$ cat src/rtl/eag_pkg.sv
package eag_pkg;

    parameter int unsigned ADDR_W  = 16;
    parameter int unsigned REG_CNT = 8;
    parameter int unsigned MODE_W  = 4;
    parameter int unsigned SP_NUM  = 6;
    parameter int unsigned PC_NUM  = 7;

    localparam int unsigned REG_IDX_W = $clog2(REG_CNT);

    typedef enum logic [MODE_W-1:0] {
        AM_REG     = 4'd0,
        AM_IND     = 4'd1,
        AM_POSTINC = 4'd2,
        AM_PREDEC  = 4'd3,
        AM_DIRECT  = 4'd4,
        AM_IMMED   = 4'd5,
        AM_INDEX   = 4'd6,
        AM_PCREL   = 4'd7
    } amode_e;

    typedef enum logic [1:0] {
        BASE_ZERO = 2'd0,
        BASE_REG  = 2'd1,
        BASE_PC   = 2'd2
    } base_sel_e;

    typedef struct packed {
        logic      legal;
        logic      is_reg;
        logic      is_imm;
        logic      gen_addr;
        base_sel_e base;
        logic      add_ext;
        logic      pre_dec;
        logic      post_inc;
    } am_ctrl_t;

    function automatic logic is_auto(am_ctrl_t c);
        return c.pre_dec | c.post_inc;
    endfunction

endpackage

$ cat src/rtl/eag_decode.sv
module eag_decode
    import eag_pkg::*;
(
    input  logic [MODE_W-1:0] mode,
    output am_ctrl_t          ctrl
);

    always_comb begin
        ctrl = '0;
        ctrl.legal = 1'b1;
        case (mode)
            AM_REG: begin
                ctrl.is_reg = 1'b1;
            end
            AM_IND: begin
                ctrl.gen_addr = 1'b1;
                ctrl.base     = BASE_REG;
            end
            AM_POSTINC: begin
                ctrl.gen_addr = 1'b1;
                ctrl.base     = BASE_REG;
                ctrl.post_inc = 1'b1;
            end
            AM_PREDEC: begin
                ctrl.gen_addr = 1'b1;
                ctrl.base     = BASE_REG;
                ctrl.pre_dec  = 1'b1;
            end
            AM_DIRECT: begin
                ctrl.gen_addr = 1'b1;
                ctrl.base     = BASE_ZERO;
                ctrl.add_ext  = 1'b1;
            end
            AM_IMMED: begin
                ctrl.is_imm = 1'b1;
            end
            AM_INDEX: begin
                ctrl.gen_addr = 1'b1;
                ctrl.base     = BASE_REG;
                ctrl.add_ext  = 1'b1;
            end
            AM_PCREL: begin
                ctrl.gen_addr = 1'b1;
                ctrl.base     = BASE_PC;
                ctrl.add_ext  = 1'b1;
            end
            default: begin
                ctrl.legal = 1'b0;
            end
        endcase
    end

endmodule

$ cat src/rtl/eag_step.sv
module eag_step #(
    parameter int unsigned W       = 16,
    parameter int unsigned NREG    = 8,
    parameter int unsigned SP_IDX  = 6,
    parameter int unsigned PC_IDX  = 7,
    localparam int unsigned IDX_W  = $clog2(NREG)
) (
    input  logic             is_byte,
    input  logic [IDX_W-1:0] reg_idx,
    output logic [W-1:0]     step
);

    logic [NREG-1:0] word_only;

    for (genvar i = 0; i < NREG; i++) begin : g_mask
        assign word_only[i] = (i == SP_IDX) || (i == PC_IDX);
    end

    assign step = (is_byte && !word_only[reg_idx]) ? W'(1) : W'(2);

endmodule

$ cat src/rtl/eag_addr.sv
module eag_addr
    import eag_pkg::*;
#(
    parameter int unsigned W = 16
) (
    input  base_sel_e    base,
    input  logic         add_ext,
    input  logic         pre_dec,
    input  logic         post_inc,
    input  logic [W-1:0] reg_val,
    input  logic [W-1:0] pc_val,
    input  logic [W-1:0] ext,
    input  logic [W-1:0] step,
    output logic [W-1:0] ea,
    output logic [W-1:0] new_reg
);

    logic [W-1:0] base_val;
    logic [W-1:0] ofs_val;
    logic [W-1:0] dec_val;
    logic [W-1:0] inc_val;

    always_comb begin
        case (base)
            BASE_REG: base_val = reg_val;
            BASE_PC:  base_val = pc_val;
            default:  base_val = '0;
        endcase
    end

    assign ofs_val = add_ext ? ext : '0;
    assign dec_val = reg_val - step;
    assign inc_val = reg_val + step;

    assign ea      = pre_dec ? dec_val : (base_val + ofs_val);
    assign new_reg = post_inc ? inc_val : dec_val;

endmodule

$ cat src/rtl/eag_top.sv
module eag_top
    import eag_pkg::*;
(
    input  logic        clk,
    input  logic        rst,
    input  logic        req_valid,
    input  logic [3:0]  req_mode,
    input  logic [2:0]  req_reg,
    input  logic [15:0] req_ext,
    input  logic        req_byte,
    input  logic [15:0] reg_value,
    input  logic [15:0] pc_value,
    output logic        ea_valid,
    output logic [15:0] ea_addr,
    output logic        opnd_reg,
    output logic        opnd_imm,
    output logic [15:0] imm_value,
    output logic        mode_illegal,
    output logic        wb_en,
    output logic [2:0]  wb_reg,
    output logic [15:0] wb_value
);

    am_ctrl_t          ctrl;
    logic [ADDR_W-1:0] step;
    logic [ADDR_W-1:0] ea_calc;
    logic [ADDR_W-1:0] wb_calc;
    logic              take;

    eag_decode u_decode (
        .mode (req_mode),
        .ctrl (ctrl)
    );

    eag_step #(
        .W      (ADDR_W),
        .NREG   (REG_CNT),
        .SP_IDX (SP_NUM),
        .PC_IDX (PC_NUM)
    ) u_step (
        .is_byte (req_byte),
        .reg_idx (req_reg),
        .step    (step)
    );

    eag_addr #(
        .W (ADDR_W)
    ) u_addr (
        .base     (ctrl.base),
        .add_ext  (ctrl.add_ext),
        .pre_dec  (ctrl.pre_dec),
        .post_inc (ctrl.post_inc),
        .reg_val  (reg_value),
        .pc_val   (pc_value),
        .ext      (req_ext),
        .step     (step),
        .ea       (ea_calc),
        .new_reg  (wb_calc)
    );

    assign take = req_valid & ctrl.legal;

    always_ff @(posedge clk) begin
        if (rst) begin
            ea_valid     <= 1'b0;
            ea_addr      <= '0;
            opnd_reg     <= 1'b0;
            opnd_imm     <= 1'b0;
            imm_value    <= '0;
            mode_illegal <= 1'b0;
            wb_en        <= 1'b0;
            wb_reg       <= '0;
            wb_value     <= '0;
        end else begin
            ea_valid     <= take & ctrl.gen_addr;
            ea_addr      <= (take & ctrl.gen_addr) ? ea_calc : '0;
            opnd_reg     <= take & ctrl.is_reg;
            opnd_imm     <= take & ctrl.is_imm;
            imm_value    <= (take & ctrl.is_imm) ? req_ext : '0;
            mode_illegal <= req_valid & ~ctrl.legal;
            wb_en        <= take & is_auto(ctrl);
            wb_reg       <= (take & is_auto(ctrl)) ? req_reg : '0;
            wb_value     <= (take & is_auto(ctrl)) ? wb_calc : '0;
        end
    end

endmodule

$ cat config.mk
export PLATFORM = sky130hd
export DESIGN_NAME = eag_top
export DESIGN_NICKNAME = d
export VERILOG_FILES = /design/src/rtl/eag_pkg.sv /design/src/rtl/eag_decode.sv /design/src/rtl/eag_step.sv /design/src/rtl/eag_addr.sv /design/src/rtl/eag_top.sv
export SDC_FILE = /design/constraint.sdc
export NUM_CORES = 1
export LEC_CHECK = 0
export ABC_CLOCK_PERIOD_IN_PS = 7700
export CAP_MARGIN = 20
export CORE_MARGIN = 4
export CORE_UTILIZATION = 45
export CTS_BUF_LIST = sky130_fd_sc_hd__clkbuf_16
export DETAILED_ROUTE_END_ITERATION = 8
export GPL_ROUTABILITY_DRIVEN = 1
export MAX_ROUTING_LAYER = met4
export PLACE_DENSITY = 0.79
export SLEW_MARGIN = 30
export SYNTH_ARGS = -nofsm -noshare
export SYNTH_HDL_FRONTEND = slang
export SYNTH_SLANG_ARGS = --single-unit
$ cat constraint.sdc
create_clock -name clk -period 7.7 [get_ports clk]
set_input_delay 1.155 -clock clk [delete_from_list [all_inputs] [get_ports clk]]
set_output_delay 1.155 -clock clk [all_outputs]
set_load 0.02 [all_outputs]
# Word-level counts from Yosys, hierarchy flattened
# Memories as Yosys holds them, arrays and structs flattened.
# Cells that the tools add are included.
# op_classes
n_addsub	3
n_lt_le_gt_ge	1
eq_ne	9
n_mux	13
n_bitwise	11
reduce_logical	9
# ops
op	count
$mux W16	3
$pmux W16 S2	1
$add A16 B16 Y16	1
$add A16 B2 Y16	1
$eq A4 B3 Y1 const B	4
$sub A16 B2 Y16	1
$pmux W3 S3	1
$eq A4 B2 Y1 const B	2
$reduce_or A8 Y1	1
$mux W1	7
$and A1 B1 Y1	6
$reduce_or A2 Y1	3
$eq A4 B1 Y1 const B	1
$logic_not A4 Y1	1
$lt A3 B4 Y1 const B	1
$not A1 Y1	4
$reduce_or A4 Y1	1
$reduce_or A3 Y1	1
$eq A2 B1 Y1 const B	1
$eq A2 B2 Y1 const B	1
$mux W2	1
$logic_and A1 B1 Y1	1
$logic_not A1 Y1	1
$or A1 B1 Y1	1
# word_totals
reg_bits	56
mem_bits_ro	8
inputBits	59
out_inout_bits	56
n_memories	1
# memory_table
name	depth	width	rd	rd_ports_with_merged_regs	wr	line_no	source
(name not given)	8	1	1	0	0	eag_step.sv:19	assign step = (is_byte && !word_only[reg_idx]) ? W'(1) : W'(2);

# Logic depth before layout (Yosys ltp)
# Gate-level depths: netlist of the first run.
# depth
depth_word	7
depth_mapped	18

# Modules after synthesis
# Synthesis of the first run repeated with hierarchy kept, for this count alone.
# unflattened
cells_unflattened	588
area_unflattened_um2	4698.3
# modules_own_cells
module	n_inst	cells_each	area_per_inst_um2
eag_addr	1	436	2887.8
eag_top	1	120	1584.0
eag_step	1	17	126.4
eag_decode	1	15	100.1

# Least setup slack after synthesis of the first run
# No wires, ideal clock.
# synth_timing
path_kind	input-to-reg
startpoint	input port req_mode[3]
endpoint	register ea_addr[12]
setup_ps	125
arrival_ps	4105
slack_ps	3471
stages	18
path_cell_list	buf_2 -> nand2b_1 -> or2_2 -> inv_1 -> ha_1 -> clkbuf_1 -> clkbuf_1 -> a22oi_1 -> nor2_1 -> ha_1 -> inv_1 -> fa_1 -> nand2b_1 -> a21oi_1 -> o31ai_1 -> a22oi_1 -> xnor2_1 -> o22ai_1
# synth_between
elab_chain_len	7
elab_cells_between_ends	25
classes_between	add/sub (1); eq/ne (9); mux (7); bitwise (3); reduce/logical (5)
# synth_lines
item	line_no	source
start, declared	eag_top.sv:7	input logic [3:0] req_mode,
$eq A4 B1 Y1 (tied with other cells)	eag_decode.sv:11	case (mode)
$reduce_or A4 Y1 (no source line) / $reduce_or A8 Y1 (equally long branches)	-	
$pmux W3 S3 / $mux W1 (equally long branches)	eag_decode.sv:11	
$eq A2 B2 Y1 (tied with other cells)	eag_addr.sv:24	case (base)
$pmux W16 S2 / $and A1 B1 Y1 (equally long branches)	eag_addr.sv:24, eag_top.sv:76	
$add A16 B16 Y16 / $not A1 Y1 (equally long branches)	-	
$mux W16 / $reduce_or A2 Y1 (equally long branches)	-	
end signal, assigned	eag_top.sv:76	ea_addr <= (take & ctrl.gen_addr) ? ea_calc : '0;
end, declared	eag_top.sv:14	output logic [15:0] ea_addr,
# Several ways; a longest one is shown, not always the timed one.
# A chain may end at the register's enable or synchronous reset.

# Final worst setup path of the first run
# layout_timing
startpoint	input port req_mode[3]
endpoint	register ea_addr[13]
# The elaborated chain is that of the path after synthesis.

==> reports/qor.yml, run 1 <==
critical_path:
  cp-end-kind: "flip-flop"
  cp_cell_sequence: "clkdlybuf4s50_1 > nand2b_1 > or2_2 > inv_1 > ha_1 > a22oi_1 > or2_2 > inv_1 > ha_1 > a211oi_1 > o211ai_1 > a21oi_1 > a41oi_1 > xnor2_1 > o22ai_1"
  cpLargestDelayFamily: "compound AO/OA/AOI/OAI gates"
  cp.arrival_ns: 4.90
  cp_max_fo: 16
  start_kind: "primary input"
  critPathSlowestCell: "clkdlybuf4s50_1"
  crit_type: "primary input to flip-flop"
  path_buf_inv: 3
  worstPathRequired_ns: 7.87
  max_stage_delay_ns: 0.57
  crit_path_start: "req_mode[3]"
clocking:
  cts_root_buffer: "clkbuf_16"
  clk_path_buf_depth: 2
  cts_buffers: 5
  clock_sinks: 56
  postCtsResizedCells: 0
  hold_buffers: 0
  clk_pin_slew_ns: 0.07
  cts_max_level: 2
  cts_tree: "built"
  postCtsSetupBuffers: 0
sta:
  max_freq_ghz: 0.211
  tns_ns: 0
  maxSlewHeadroom_pct: 49.8
  finalCritPeriodShare_pct: 61.5
  drv_slew: 0
  period_needed_ns: 4.73
  hold_viol_final: 0
  rsz0062_at_grt: "no"
  setup_viol_count_final: 0
  worst_pin_slew_ns: 0.753
  worst_slack_ns: 2.97
synth:
  syn_inst: 426
  synth_compound_area_share_pct: 17.7
  netlist_area_sq_um: 3520
  synth-simple-area-share_pct: 25.0
  synth.avg_cell_area_sq_um: 8.27
  async_flop_share_pct: 0
  synthFlopType: "dfxtp_1"
  yosys_warnings: 0
  yosysSeqAreaShare_pct: 31.8
  synthAdderAreaFrac_pct: 9.52
  yosysUniqueCellTypes: 55
  synthXorXnorAreaFrac_pct: 10.2
  synth-edff-count: 0
  syn_nets: 510
  synth_top_family_by_area: "simple AND/OR/NAND/NOR gates"
  synth.area.mux_share_pct: 0.284
  synth_seq_cells: 56
power:
  peakVddDrop_mv: 0.0968
  power_density_nw_per_um2: 140
  p_leak_uw: 0.00185
  power.total_uw: 677
placement:
  hpwl_um: 8170
  dpl_worst_slack_ns: 2.80
  gp_congestion: 0.972
  port_buffers: 114
drt:
  route.vias.total: 3421
  routedWlPerCell_um: 16.4
  vias_per_cell: 5.51
  drc: 0
  drt-total-wl_um: 10200
  drt_iter0_markers: 262
  drtAntennaViolNets: 0
  dr.pass1.iters: 5
floorplan:
  initial_core_util_pct: 47.3
  die_x_um: 96.5
  die_height_um: 96.5
  ios: 115
  die_area_sq_um: 9310
  row_count: 31
  core-area_sq_um: 7450
cells_and_area:
  area_growth_pct: 37.3
  reg_top3: "ea_addr: 16 flops, imm_value: 16 flops, wb_value: 16 flops"
  final_net_count: 605
  drive_gt1_share_pct: 4.60
  antennaDiodeCount: 0
  fill_cells: 665
global_route:
  grt_usage_pct: 22.7
  grt_antenna_before_repair: 0
  grt_max_degree: 22
  grt_pass1_wl_um: 16000
  first_global_vias: 3221
  globalRouteOverflowTotal: 0
worst_hold_path:
  whs_path_depth: 2
  holdPathEnd: "wb_reg[0]"
  hold_path_startpoint: "req_reg[0]"
  hold_class: "primary input to flip-flop"
run:
  maxCapViolations: 0
outcome:
  outcome: "complete, no violations"
how the worst max path moves through the flow:
| stage | to | slack [ns] | cells past startpoint |
|---|---|---|---|
| after global routing | ea_addr[13] | 2.65 | 15 |
| after CTS | ea_addr[12] | 3.09 | 16 |
| final | ea_addr[13] | 2.97 | 15 |
| after floorplan | ea_addr[12] | 3.47 | 18 |
| after global placement | ea_addr[12] | 2.86 | 14 |
| after detailed placement | ea_addr[12] | 2.80 | 14 |
layer usage:
metal / global-route usage [%] / up-vias / part of all wire, %
li1: - / 1655 / -
met1: 30.4 / 1619 / 43
met2: 37.7 / 137 / 49
met3: 2.40 / 10 / 6.9
met4: 3.97 / 0 / 1.0
met5: - / - / 0
cells in the final DEF (no fill, tap or decap), types with 4 or more instances in the layout:
cell	netlist	routed
nor3_1	5	5
a21oi_1	27	26
a211oi_1	5	5
o22ai_1	7	7
inv_1	19	19
and2_1	34	34
dfxtp_1	56	56
clkbuf_16	0	5
nor2_1	55	55
xor2_1	22	22
xnor2_1	19	19
a32oi_1	4	4
ha_1	22	22
nand3_1	8	8
nand2b_1	4	4
clkdlybuf4s50_1	0	114
a22oi_1	18	18
o21ai_0	14	14
nand2_1	24	24
through the flow:
step	util, %	cells	hold slack (ns)	area, sq um
global placement	62.7	613	1.74	4670
CTS	64.9	621	1.44	4830
global route	65.0	621	1.46	4840
floorplan	-	426	1.28	3520
detailed placement	62.7	613	1.74	4670
finish	65.0	621	1.44	4840
power by group:
part	switching, uW	leakage [uW]	internal (uW)
clock	104	0.0000798	153
sequential	1.10	0.000452	293
combinational	65.9	0.00132	60.6
total	171	0.00185	506
cells by family after synthesis:
| logic type | after synthesis |
|---|---|
| flops | 56 |
| xor+xnor | 41 |
| buf+inv | 45 |
| compound gates | 97 |
| fa+ha+maj | 25 |
| mux | 1 |
| simple gates | 161 |
final cells by class:
| cell class | instances | area, sq um | share of cell area, % |
|---|---|---|---|
| clock inverters | 3 | 42.5 | 0.879 |
| inverters | 19 | 71.3 | 1.47 |
| flip-flops and latches | 56 | 1120 | 23.2 |
| multi-input cells | 325 | 2210 | 45.7 |
| clock buffers | 5 | 125 | 2.59 |
| well taps | 99 | 124 | 2.56 |
| repair buffers | 114 | 1140 | 23.6 |
synthesized netlist by cell type, drive strengths merged, types with 6 or more instances:
cell,n,area share [%]
dfxtp,56,32
nor2,55,5.9
and2,35,6.3
a21oi,27,3.8
nand2,26,3.1
ha,22,7.8
xor2,22,5.5
inv,19,2.0
xnor2,19,4.7
a22oi,18,3.8
clkbuf,18,1.9
o21ai,17,2.5
buf,8,1.5
nand3,8,1.1
o22ai,7,1.2
nor3,6,0.99
Power figures use the tool's default switching activity.
==> run 2, diff against run 1 <==
--- a/config.mk
+++ b/config.mk
@@ -5,7 +5,7 @@
 export SDC_FILE = /design/constraint.sdc
 export NUM_CORES = 1
 export LEC_CHECK = 0
-export ABC_CLOCK_PERIOD_IN_PS = 7700
+export ABC_CLOCK_PERIOD_IN_PS = 4600
 export CAP_MARGIN = 20
 export CORE_MARGIN = 4
 export CORE_UTILIZATION = 45
==> constraint.sdc (replaced) <==
create_clock -name clk -period 4.6 [get_ports clk]
set_input_delay 0.69 -clock clk [delete_from_list [all_inputs] [get_ports clk]]
set_output_delay 0.69 -clock clk [all_outputs]
set_load 0.02 [all_outputs]
==> run 2 against run 1 <==
Compared with the run above:
- final area is 0.78% higher
- first-iteration DRC count is 31% lower
- setup slack worse by 2.5 ns
- via count is 0.26% lower
- combinational power is 70% higher
- count of clock-buffer cells in the layout stayed put
- routed wire length is 0.44% higher
- largest cell class unchanged
==> reports/qor.yml, run 2 (synthesis results as in run 1) <==
floorplan:
  die_area_sq_um: 9310
  ios: 115
  core-area_sq_um: 7450
  die_x_um: 96.5
  initial_core_util_pct: 47.3
  row_count: 31
  die_height_um: 96.5
cells_and_area:
  drive_gt1_share_pct: 5.30
  final_common_cell: "clkdlybuf4s50_1"
  area_growth_pct: 38.4
  layout_common_cells: "clkdlybuf4s50_1, dfxtp_1, nor2_1, and2_1, a21oi_1"
  final_net_count: 611
  antennaDiodeCount: 0
  finish.utilization_pct: 65.5
  multi_input_area_sq_um: 2210
  reg_top3: "ea_addr: 16 flops, imm_value: 16 flops, wb_value: 16 flops"
  fill_cells: 673
  seq_area_sq_um: 1120
drt:
  drc: 0
  drtAntennaViolNets: 0
  route.vias.total: 3412
  routedWlPerCell_um: 16.3
  vias_per_cell: 5.44
  drt_iter0_markers: 180
  drt-total-wl_um: 10200
  dr.pass1.iters: 5
sta:
  finalCritPeriodShare_pct: 90.2
  period_needed_ns: 4.15
  hold_viol_final: 0
  worst_pin_slew_ns: 0.816
  maxSlewHeadroom_pct: 45.1
  drv_slew: 0
  max_freq_ghz: 0.241
  rsz0062_at_grt: "no"
  tns_ns: 0
  setup_viol_count_final: 0
clocking:
  clk_path_buf_depth: 2
  cts_buffers: 5
  cts_tree: "built"
  cts_root_buffer: "clkbuf_16"
  clock_sinks: 56
  postCtsSetupBuffers: 0
  postCtsResizedCells: 0
  hold_buffers: 0
  clk_pin_slew_ns: 0.07
  cts_max_level: 2
critical_path:
  worstPathRequired_ns: 4.77
  cp_max_fo: 13
  start_kind: "primary input"
  crit_type: "primary input to flip-flop"
  cp.arrival_ns: 4.32
  cp-end-kind: "flip-flop"
global_route:
  grt_max_degree: 22
  grt_antenna_before_repair: 0
  first_global_vias: 3229
  grt_pass1_wl_um: 15600
  globalRouteOverflowTotal: 0
  grt_usage_pct: 22.3
placement:
  port_buffers: 114
  hpwl_um: 8240
  gp_congestion: 0.969
outcome:
  outcome: "complete, no violations"
power:
  power_density_nw_per_um2: 231
  peakVddDrop_mv: 0.167
  p_leak_uw: 0.00189
run:
  maxCapViolations: 0
worst_hold_path:
  hold_class: "primary input to flip-flop"
==> run 2: cell count changes in the layout (fill, tap and decap cells not counted), sizes merged <==
cell / before / now
clkinvlp: 1 / 0
inv: 19 / 20
buf: 0 / 6
==> run 2: path summary, 6_finish.rpt <==
kind         from     endpoint  slack [ns]  cells past startpoint
max   req_mode[2]  ea_addr[12]        0.45                     15
min    req_reg[0]    wb_reg[0]        0.98                      2
==> run 2: report_power, final <==
part	leakage [uW]	switching, uW	internal, uW
sequential	0.000452	1.58	490
combinational	0.00135	111	104
clock	0.0000850	165	254
==> run 2: worst max-delay path: stages <==
cell             delay (ns)
clkdlybuf4s50_1        0.59
a21oi_1                0.22
nor2b_1                0.22
ha_1                   0.49
a22oi_1                0.19
nor2_1                 0.12
ha_1                   0.20
inv_1                  0.06
fa_1                   0.38
nand2b_1               0.21
a21oi_1                0.29
o31ai_1                0.19
a22oi_1                0.22
xnor2_1                0.15
o22ai_1                0.09
==> run 2: final cells by class <==
class,count,share of cell area [%]
Clock buffer,5,2.57
Clock inverter,3,0.796
Inverter,19,1.46
Multi-Input combinational cell,325,45.3
Sequential cell,56,23.0
Tap cell,99,2.54
Timing Repair Buffer,120,24.3
==> run 2: routing by layer <==
| layer | GRT usage [%] | wire (um) | vias to the layer above |
|---|---|---|---|
| met5 | - | 0 | - |
| met4 | 7.71 | 238 | 0 |
| met3 | 2.94 | 690 | 20 |
| met2 | 37.2 | 4860 | 156 |
| met1 | 27.9 | 4420 | 1569 |
| li1 | - | - | 1667 |
==> run 2: stage by stage <==
stage,setup slack [ns],std cells,instance area (sq um),hold WS (ns),total power (uW)
6_report,0.452,627,4870,0.985,1120
5_1_grt,0.156,627,4870,0.980,1170
4_1_cts,0.508,627,4870,0.980,1140
3_5_place_dp,0.227,619,4710,1.29,715
3_3_place_gp,0.322,619,4710,1.28,714
2_1_floorplan,0.836,426,3520,0.812,619
==> run 3, diff against run 2 <==
--- a/config.mk
+++ b/config.mk
@@ -5,7 +5,7 @@
 export SDC_FILE = /design/constraint.sdc
 export NUM_CORES = 1
 export LEC_CHECK = 0
-export ABC_CLOCK_PERIOD_IN_PS = 4600
+export ABC_CLOCK_PERIOD_IN_PS = 4150
 export CAP_MARGIN = 20
 export CORE_MARGIN = 4
 export CORE_UTILIZATION = 45
==> constraint.sdc (replaced) <==
create_clock -name clk -period 4.15 [get_ports clk]
set_input_delay 0.6225 -clock clk [delete_from_list [all_inputs] [get_ports clk]]
set_output_delay 0.6225 -clock clk [all_outputs]
set_load 0.02 [all_outputs]
==> run 3 against run 2 <==
Compared with the run above:
- flip-flop and latch count stayed put
- count of clock-buffer cells in the layout stayed put
- global-route usage is 0.38 points higher
- setup slack worse by 0.10 ns
- utilization is 0.50 points higher
- total power is 11% higher
- non-clock buffer count is 5 higher
- combinational power is 13% higher
- die area stayed put
- via count is 0.53% higher
==> reports/qor.yml, run 3 (synthesis results as in run 1) <==
outcome:
  outcome: "complete, no violations"
cells_and_area:
  fill_cells: 687
  final_common_cell: "clkdlybuf4s50_1"
  layout_common_cells: "clkdlybuf4s50_1, dfxtp_1, nor2_1, and2_1, a21oi_1"
  fin_area_sq_um: 4910
  area_growth_pct: 39.5
  antennaDiodeCount: 0
  drive_gt1_share_pct: 6.19
  reg_top3: "ea_addr: 16 flops, imm_value: 16 flops, wb_value: 16 flops"
  final_net_count: 616
placement:
  gp_congestion: 0.975
  hpwl_um: 8460
  dpl_cell_area_sq_um: 4750
  port_buffers: 114
floorplan:
  core-area_sq_um: 7450
  die_area_sq_um: 9310
  initial_core_util_pct: 47.3
  ios: 115
  die_height_um: 96.5
  row_count: 31
  die_x_um: 96.5
worst_hold_path:
  holdPathEnd: "imm_value[3]"
  hold_path_startpoint: "req_ext[3]"
  hold_class: "primary input to flip-flop"
  whs_path_depth: 2
drt:
  dr.pass1.iters: 4
  vias_per_cell: 5.43
  drc: 0
  route.vias.total: 3430
  drtAntennaViolNets: 0
  drt_iter0_markers: 127
  drt-total-wl_um: 10300
  routedWlPerCell_um: 16.3
run:
  maxCapViolations: 0
sta:
  hold_viol_final: 0
  max_freq_ghz: 0.263
  period_needed_ns: 3.80
  finalCritPeriodShare_pct: 91.6
  worst_pin_slew_ns: 0.711
  tns_ns: 0
  rsz0062_at_grt: "no"
  setup_viol_count_final: 0
  drv_slew: 0
  maxSlewHeadroom_pct: 52.2
clocking:
  clk_path_buf_depth: 2
  clk_pin_slew_ns: 0.07
  cts_max_level: 2
  postCtsResizedCells: 0
  cts_root_buffer: "clkbuf_16"
  hold_buffers: 0
  cts_tree: "built"
  clock_sinks: 56
  cts_buffers: 5
  postCtsSetupBuffers: 0
critical_path:
  worstPathRequired_ns: 4.32
  max_stage_delay_ns: 0.60
  cp-end-kind: "flip-flop"
  critPathSlowestCell: "clkdlybuf4s50_1"
  cp_max_fo: 7
  cp.arrival_ns: 3.97
  crit_type: "primary input to flip-flop"
  start_kind: "primary input"
  cp_cell_sequence: "clkdlybuf4s50_1 > nand2_1 > or2_2 > ha_1 > or2_2 > inv_1 > ha_1 > a211oi_1 > o211ai_1 > a21oi_1 > a41oi_1 > xnor2_1 > o22ai_1"
power:
  peakVddDrop_mv: 0.202
  p_sw_uw: 309
  share_comb_of_total_power_pct: 19.3
  clkPwrFrac_pct: 37.2
  p_leak_uw: 0.00191
  pwr-share-seq_pct: 43.5
  power_density_nw_per_um2: 255
  p_int_uw: 944
  switching_share_pct: 24.7
global_route:
  first_global_vias: 3434
  grt_max_degree: 22
  grt_usage_pct: 22.7
  globalRouteOverflowTotal: 0
  grt_antenna_before_repair: 0
  grt_pass1_wl_um: 16200
## run 3: per-layer routing
metal | GRT usage [%] | wire, um | vias up
met5 | - | 0 | -
met4 | 6.31 | 191 | 0
met3 | 2.40 | 529 | 16
met2 | 39.3 | 5100 | 109
met1 | 28.2 | 4500 | 1626
li1 | - | - | 1679
## run 3: final cells by class
type                            count  area, sq um  area share (%)
Clock buffer                        5          125            2.55
Clock inverter                      3         38.8           0.790
Inverter                           19         71.3            1.45
Multi-Input combinational cell    325         2210            45.0
Sequential cell                    56         1120            22.8
Tap cell                           99          124            2.52
Timing Repair Buffer              125         1220            24.9
## run 3: worst max-delay path by stage
stage | startpoint | to | slack [ns] | depth (start not counted)
after detailed placement | req_mode[0] | ea_addr[13] | 0.10 | 13
after CTS | req_mode[0] | ea_addr[13] | 0.37 | 13
after floorplan | req_mode[3] | ea_addr[12] | 0.45 | 18
final | req_mode[0] | ea_addr[13] | 0.35 | 13
after global placement | req_mode[0] | ea_addr[13] | 0.08 | 13
after global routing | req_mode[0] | ea_addr[13] | 0.07 | 15
## run 3: worst max-delay path: cells and delay by family
family	cells	cell delay, ns
AOI/OAI and AO/OA	5	1.15
xor gates and xnor gates	1	0.24
buffers and inverters	2	0.67
adders and majority gates	2	0.57
and+or+nand+nor	3	0.72
## run 3: power groups by stage
stage / Clock [uW] / Sequential [uW] / Combinational [uW]
after global routing: 494 / 546 / 264
final: 466 / 545 / 242
after floorplan: 0 / 566 / 120
after global placement: 0 / 558 / 237
after CTS: 477 / 545 / 242
after detailed placement: 0 / 558 / 240
## run 3: through the flow
stage	util (%)	hold slack (ns)	worst slack, ns	std cells	total power, uW
floorplan	-	0.744	0.453	426	686
global placement	63.8	1.21	0.0799	624	795
detailed placement	63.8	1.20	0.100	624	798
CTS	66.0	0.909	0.366	632	1260
global route	66.0	0.926	0.0673	632	1300
finish	66.0	0.918	0.348	632	1250
